`src/rtl/rqgt_arbiter.sv`:
```
`timescale 1ns/1ps
module rqgt_arbiter #(
  parameter int NCH = 2,
  parameter int TSW = 2,
  localparam int CW = (NCH > 1) ? $clog2(NCH) : 1
) (
  input  logic           clk,
  input  logic           rst,
  input  logic [NCH-1:0] rg_in,
  input  logic           cyc_active,
  input  logic [TSW-1:0] tstate,
  input  logic           low_half,
  input  logic           inta_first,
  input  logic           lock_act,
  output logic [NCH-1:0] rg_oe,
  output logic [NCH-1:0] rg_out,
  output logic           bus_float,
  output logic [CW-1:0]  hold_ch
);
  localparam logic [TSW-1:0] TS_T3 = TSW'(2);
  localparam logic [TSW-1:0] TS_T4 = TSW'(3);

  typedef enum logic [1:0] {S_IDLE, S_GRANT, S_HOLD, S_DEAD} st_t;
  st_t st;
  logic [NCH-1:0] pend, late, elig, seen, own_mask, pick_mask;
  logic [CW-1:0]  own, pick;
  logic           found, cyc_end, side_ok, go;

  always_comb begin
    own_mask = '0;
    own_mask[own] = 1'b1;
  end

  assign seen    = ~rg_in & (((st == S_GRANT) || (st == S_HOLD)) ? ~own_mask : {NCH{1'b1}});
  assign cyc_end = cyc_active && (tstate == TS_T4);
  assign side_ok = !lock_act && (!cyc_active || (cyc_end && !low_half && !inta_first));
  assign elig    = cyc_active ? (pend & ~late) : pend;
  assign found   = |elig;
  assign go      = (st == S_IDLE) && found && side_ok;

  always_comb begin
    pick = '0;
    for (int i = NCH - 1; i >= 0; i--)
      if (elig[i]) pick = CW'(i);
    pick_mask = '0;
    pick_mask[pick] = go;
  end

  always_ff @(posedge clk or posedge rst) begin
    if (rst) begin
      st   <= S_IDLE;
      own  <= '0;
      pend <= '0;
      late <= '0;
    end else begin
      pend <= (pend | seen) & ~pick_mask;
      if (cyc_end)
        late <= '0;
      else
        late <= (late | (seen & {NCH{cyc_active && (tstate == TS_T3)}})) & ~pick_mask;
      case (st)
        S_IDLE:  if (go) begin st <= S_GRANT; own <= pick; end
        S_GRANT: st <= S_HOLD;
        S_HOLD:  if (!rg_in[own]) st <= S_DEAD;
        default: st <= S_IDLE;
      endcase
    end
  end

  assign rg_oe     = (st == S_GRANT) ? own_mask : '0;
  assign rg_out    = '0;
  assign bus_float = (st == S_HOLD);
  assign hold_ch   = own;


  gnt_onehot_chk: assert property (@(posedge clk) disable iff (rst) $onehot0(rg_oe));

  gnt_pulse_chk: assert property (@(posedge clk) disable iff (rst) (|rg_oe) |=> (rg_oe == '0));

  float_after_gnt_chk: assert property (@(posedge clk) disable iff (rst) (|rg_oe) |=> bus_float);

  dead_cycle_chk: assert property (@(posedge clk) disable iff (rst) $fell(bus_float) |=> (rg_oe == '0));

  lock_block_chk: assert property (@(posedge clk) disable iff (rst) (|rg_oe) |-> !$past(lock_act));

  t4_only_chk: assert property (@(posedge clk) disable iff (rst)
    ((|rg_oe) && $past(cyc_active)) |-> ($past(tstate) == TS_T4));
endmodule

```
`config.mk`:
```
export PLATFORM = sky130hd
export DESIGN_NAME = rqgt_arbiter
export DESIGN_NICKNAME = d
export VERILOG_FILES = /design/src/rtl/rqgt_arbiter.sv
export SDC_FILE = /design/constraint.sdc
export NUM_CORES = 1
export LEC_CHECK = 0
export ABC_AREA = 1
export BUFFER_PORTS_ARGS = -buffer_cell sky130_fd_sc_hd__clkbuf_2
export CAP_MARGIN = 5
export CORE_AREA = 8 8 45 47
export CTS_CLUSTER_DIAMETER = 200
export CTS_CLUSTER_SIZE = 25
export DETAILED_ROUTE_END_ITERATION = 10
export DIE_AREA = 0 0 53 55
export GPL_TIMING_DRIVEN = 0
export PLACE_DENSITY_LB_ADDON = 0.2
export SETUP_SLACK_MARGIN = 0.1
export SLEW_MARGIN = 15
export SYNTH_ARGS = -nofsm -noshare
export SYNTH_HDL_FRONTEND = slang
export SYNTH_SLANG_ARGS = --single-unit
```
`constraint.sdc`:
```
create_clock -name clk -period 1.5 [get_ports clk]
set_input_delay 0.375 -clock clk [delete_from_list [all_inputs] [get_ports clk]]
set_output_delay 0.375 -clock clk [all_outputs]
set_load 0.02 [all_outputs]
```
---- After elaboration in Yosys (flattened, before gate mapping) ----
Index checks and enable logic that the tools add are counted.
storage, ports and cells
  output and inout port bits .............. 6
  input bits .............................. 10
  memory bits (writable) .................. 0
  memories kept ........................... 0
  bits in latches ......................... 0
  logic and storage cells ................. 60
  register bits ........................... 7
  ROM bits ................................ 0
cells by class
  equality and inequality tests ........... 6
  multiply operators ...................... 0
  $add $sub $neg .......................... 0
  reduce and logical (&&, ||, !) cells .... 19
  muxes and demuxes ....................... 15
  bitwise gates (word level) .............. 12
  shifts and indexed selects .............. 0
  magnitude comparators ................... 4
  divide/modulo/power cells ............... 0
operators with widths
  operator                                                               number
  2-bit AND                                                              6
  2-bit 2-to-1 mux                                                       6
  1-bit logical AND                                                      9
  2-bit NOT                                                              4
  2-bit equality test, second input constant                             3
  1-bit 2-to-1 mux                                                       6
  2-bit one-hot mux with 3 select lines                                  1
  1-bit zero test                                                        4
  1-bit by 2-bit < comparator with 1-bit output, second input constant   2
  2-bit != test, second input constant                                   2
  2-bit OR                                                               2
  2-bit AND reduction                                                    2
  1-bit demux with 1-bit select                                          2
  2-bit by 1-bit equality test with 1-bit output, second input constant  1
  1-bit greater-or-equal comparator, second input constant               2
  2-bit zero test                                                        1
  1-bit logical OR                                                       2
  2-bit OR reduction                                                     1

---- Depth between registers and ports, before layout ----
  depth in word-level cells ............... 13
  gate-level depth with buffers ........... 9
  mapped depth without buffers ............ 9

---- Worst setup path before layout ----
OpenSTA, ideal clock, no wires.
  path kind ............................... flip-flop to flip-flop
  start point ............................. register st[0]
  end point ............................... register st[1]
  required time ........................... 1.383 ns
  buffers on the path ..................... 0
  cell stages (with the launch flop) ...... 8
  arrival ................................. 1.190 ns
  period minus slack after synthesis ...... 1.306 ns
  library setup time ...................... 0.117 ns
  path slack .............................. 0.194 ns
  cells stage by stage .................... dfrtp_1 inv_1 ha_1 inv_1 a21oi_2 o21ai_4 nand3_1 nand2_1
on the way
  elaborated cells between the ends (all ways) .. 9
  classes of those cells .................. 4 x eq/ne; 1 x mux; 4 x reduce/logical
RTL lines
  element                               RTL line  text
  start, declared                       24        st_t st;
  start signal, assigned                51        st <= S_IDLE;
  start signal, assigned                62        S_IDLE: if (go) begin st <= S_GRANT; own <= pick; end
  start signal, assigned                63        S_GRANT: st <= S_HOLD;
  2-bit equality test *                 n/a
  via bus_float                         17        output logic bus_float,
  2-bit != test (no source line)        n/a
  2-bit AND reduction (no source line)  n/a
Mark *: on every way through the listed nets, which the timed path passes. The rest lies on a longest branch.
A chain may end at the register's enable or synchronous reset.

---- Worst setup path in the final report ----
  start point ............................. register st[1]
  end point ............................... output bus_float
on the way
  word-level cells in the longest chain between the ends .. 1
ends and longest elaborated chain
  element              RTL line  text
  2-bit equality test  72        assign bus_float = (st == S_HOLD);
  end, declared        17
No other way between the ends.

==> impl_metrics.csv <==
group,metric,value,unit
setup_path,worst_path_max_delay_cell,"dfrtp_1",
cts,cts.sinks,7,
power,clkPwrFrac,12.5,%
cts,cts.htree.levels,1,
setup_path,arrival,1110,ps
layout,layout_common_cells,"16 x inv_1, 14 x nand2_1, 10 x clkbuf_2",
routing,vias,463,
logic_synthesis,synthDistinctLibCells,21,
routing,vias_per_cell,4.29,
layout,fillCellCount,131,
place,post-place-ws,90.4,ps
grt,grt_pass1_vias,456,
power,p_switching,558,uW
run,maxCapViolCount,0,
sta,hold_slack,26.0,ps
power,ir_drop,0.729,mV
die,die_h,55,um
power,pwr-share-comb,59.1,%
status,status,"complete, no violations",
sta,drv_slew,0,
sta,tns,0,ps
grt,met3_usage,2.14,%
sta,rsz0062_at_grt,"yes",
routing,first_pass_iters,1,
power,p_sw_share,44.5,%
setup_path,path_depth,3,
setup_path,reg2reg_from,"st[0]",
layout,nNetsFinal,107,
logic_synthesis,synth_seq_cells,7,
logic_synthesis,avgSynthCellArea,7.56,um^2
routing,wire_per_inst,9.43,um
layout,layout-drive-gt1-share,42.4,%
die,die_x,53,um
cts,cts_buffers,3,
power,seqPwrFrac,28.3,%
cts,path_clk_slew,50,ps
setup_path,cp_top_family,"flip-flops",
place,port_buffers,13,
setup_path,cp_max_fo,3,
cts,cts_tree,"built",
setup_path,critPathMaxStageDelay,390,ps
layout,area_delta_synth_final,32.4,%
place,place.gp.congestion,0.734,
sta,period_minus_slack,1490,ps
sta,hold_viol_final,0,
grt,antenna_found_initial,0,
grt,grt_pass1_wl,1710,um
die,rows,14,
die,start_util,39.3,%
grt,grt_overflow,0,
routing,route.detailed.drc,0,
logic_synthesis,yosysSeqAreaShare,32.2,%
grt,grt.busiest_layer,"met2",
logic_synthesis,synth_warnings,0,
sta,max_freq,672,MHz
setup_path,crit_path_end_kind,"output pin",
power,power.internal,697,uW
setup_path,required,1120,ps
cts,clk_latency,240,ps
die,ios,16,
power,leakage,0.400,nW
setup_path,cp_num_buf_inv,2,
routing,antenna_left,0,
cts,cts_root_buffer,"clkbuf_4",
cts,cts_buffer_depth,2,
place,hpwl,882,um
grt,grtUsageMet1,8.49,%
grt,grtUsageTotal,7.97,%
routing,drtIter0Drc,0,
setup_path,path_cells,"buf_4 -> ha_2 -> clkbuf_8",
sta,finalCritPeriodShare,99.3,%
die,die-area,2920,um^2
setup_path,worstRegToRegCells,7,
sta,finalSetupViolCount,0,
layout,layout_commonest_cell,"inv_1",
grt,grtUsageMet2,12.5,%
sta,fin_skew,0.122,ps
setup_path,path_class,"register to output pin",
power,power_density,1740,nW/um^2
worst_hold_path,hp-class,"input port to asynchronous set/reset pin",
setup_path,rr_endpoint,"late[0]",
setup_path,startpoint_type,"register",
layout,n_antenna_cell,0,
die,core_region_area,1380,um^2
grt,grt_max_degree,9,
routing,routed_wl,1020,um
logic_synthesis,netlist_instances,72,
logic_synthesis,synth_area,544,um^2
setup_path,r2r_setup_slack,110,ps
sta,setup_ws,10.9,ps
==> how the worst max path moves through the flow <==
stage	startpoint	end	slack [ps]
2_1_floorplan	st[0]	st[1]	190
3_3_place_gp	st[0]	late[0]	100
3_5_place_dp	st[0]	pend[0]	90
4_1_cts	st[1]	rg_oe[0]	1
5_1_grt	st[1]	rg_oe[0]	-50
6_report	st[1]	bus_float	10
==> routing by layer <==
| layer | vias to the layer above | wire length, um |
|---|---|---|
| li1 | 252 | - |
| met1 | 201 | 444 |
| met2 | 8 | 502 |
| met3 | 2 | 58 |
| met4 | 0 | 12 |
| met5 | - | 0 |
==> area by class of cell <==
cell class | count | area (um^2) | area share (%)
Multi-Input combinational cell | 45 | 309 | 42.9
Sequential cell | 7 | 178 | 24.7
Timing Repair Buffer | 15 | 101 | 14.1
Inverter | 19 | 71.3 | 9.90
Clock buffer | 4 | 26.3 | 3.65
Tap cell | 16 | 20.0 | 2.78
Buffer | 2 | 15.0 | 2.08
==> sequential cells by signal, summed over array words and instances, names as in the netlist <==
name / count
hold_ch: 1
late: 2
pend: 2
st: 2
==> power groups by stage <==
stage	Sequential, mW	Combinational (mW)	Clock, mW
2_1_floorplan	0.351	0.465	0
3_3_place_gp	0.349	0.600	0
3_5_place_dp	0.354	0.610	0
4_1_cts	0.352	0.724	0.167
5_1_grt	0.364	0.832	0.188
6_report	0.356	0.742	0.157
==> synthesized netlist by cell type <==
cell | count | area share (%)
inv_1 | 19 | 13
o21bai_4 | 1 | 3.4
nor2_2 | 1 | 1.2
o21bai_1 | 1 | 1.4
nand4_1 | 2 | 2.3
a21oi_2 | 1 | 1.6
o21ai_4 | 1 | 3.0
a21oi_1 | 1 | 0.92
o211ai_1 | 1 | 1.4
buf_4 | 2 | 2.8
nor2_1 | 3 | 2.1
dfrtp_1 | 7 | 32
nand2_1 | 15 | 10
ha_1 | 4 | 9.2
nand2_2 | 5 | 5.7
o21ai_0 | 1 | 0.92
conb_1 | 1 | 0.69
o211ai_2 | 1 | 2.3
nand3_1 | 3 | 2.8
nand3_2 | 1 | 1.8
o21ai_1 | 1 | 0.92
==> stage by stage <==
| step | power, mW | instance area (um^2) | std cells | util (%) |
|---|---|---|---|---|
| floorplan | 0.816 | 548 | 73 | - |
| global placement | 0.949 | 633 | 102 | 45.8 |
| detailed placement | 0.964 | 633 | 102 | 45.8 |
| CTS | 1.24 | 711 | 108 | 51.4 |
| global route | 1.38 | 721 | 108 | 52.1 |
| finish | 1.25 | 721 | 108 | 52.1 |
==> cell families after synthesis <==
kind of cell,Yosys count,synth area share [%]
DFF,7,32.2
AOI/OAI and AO/OA,9,15.9
adders and majority gates,4,9.20
buffers and inverters,21,15.9
other,1,0.689
and+or+nand+nor,30,26.2
==> what timing repair did <==
action	CTS	global route
hold buffers	0	0
gates resized for setup	12	6
buffers inserted	2	0
setup endpoints to repair	5	11
pin swaps	1	3
(Power assumes the default switching activity.)
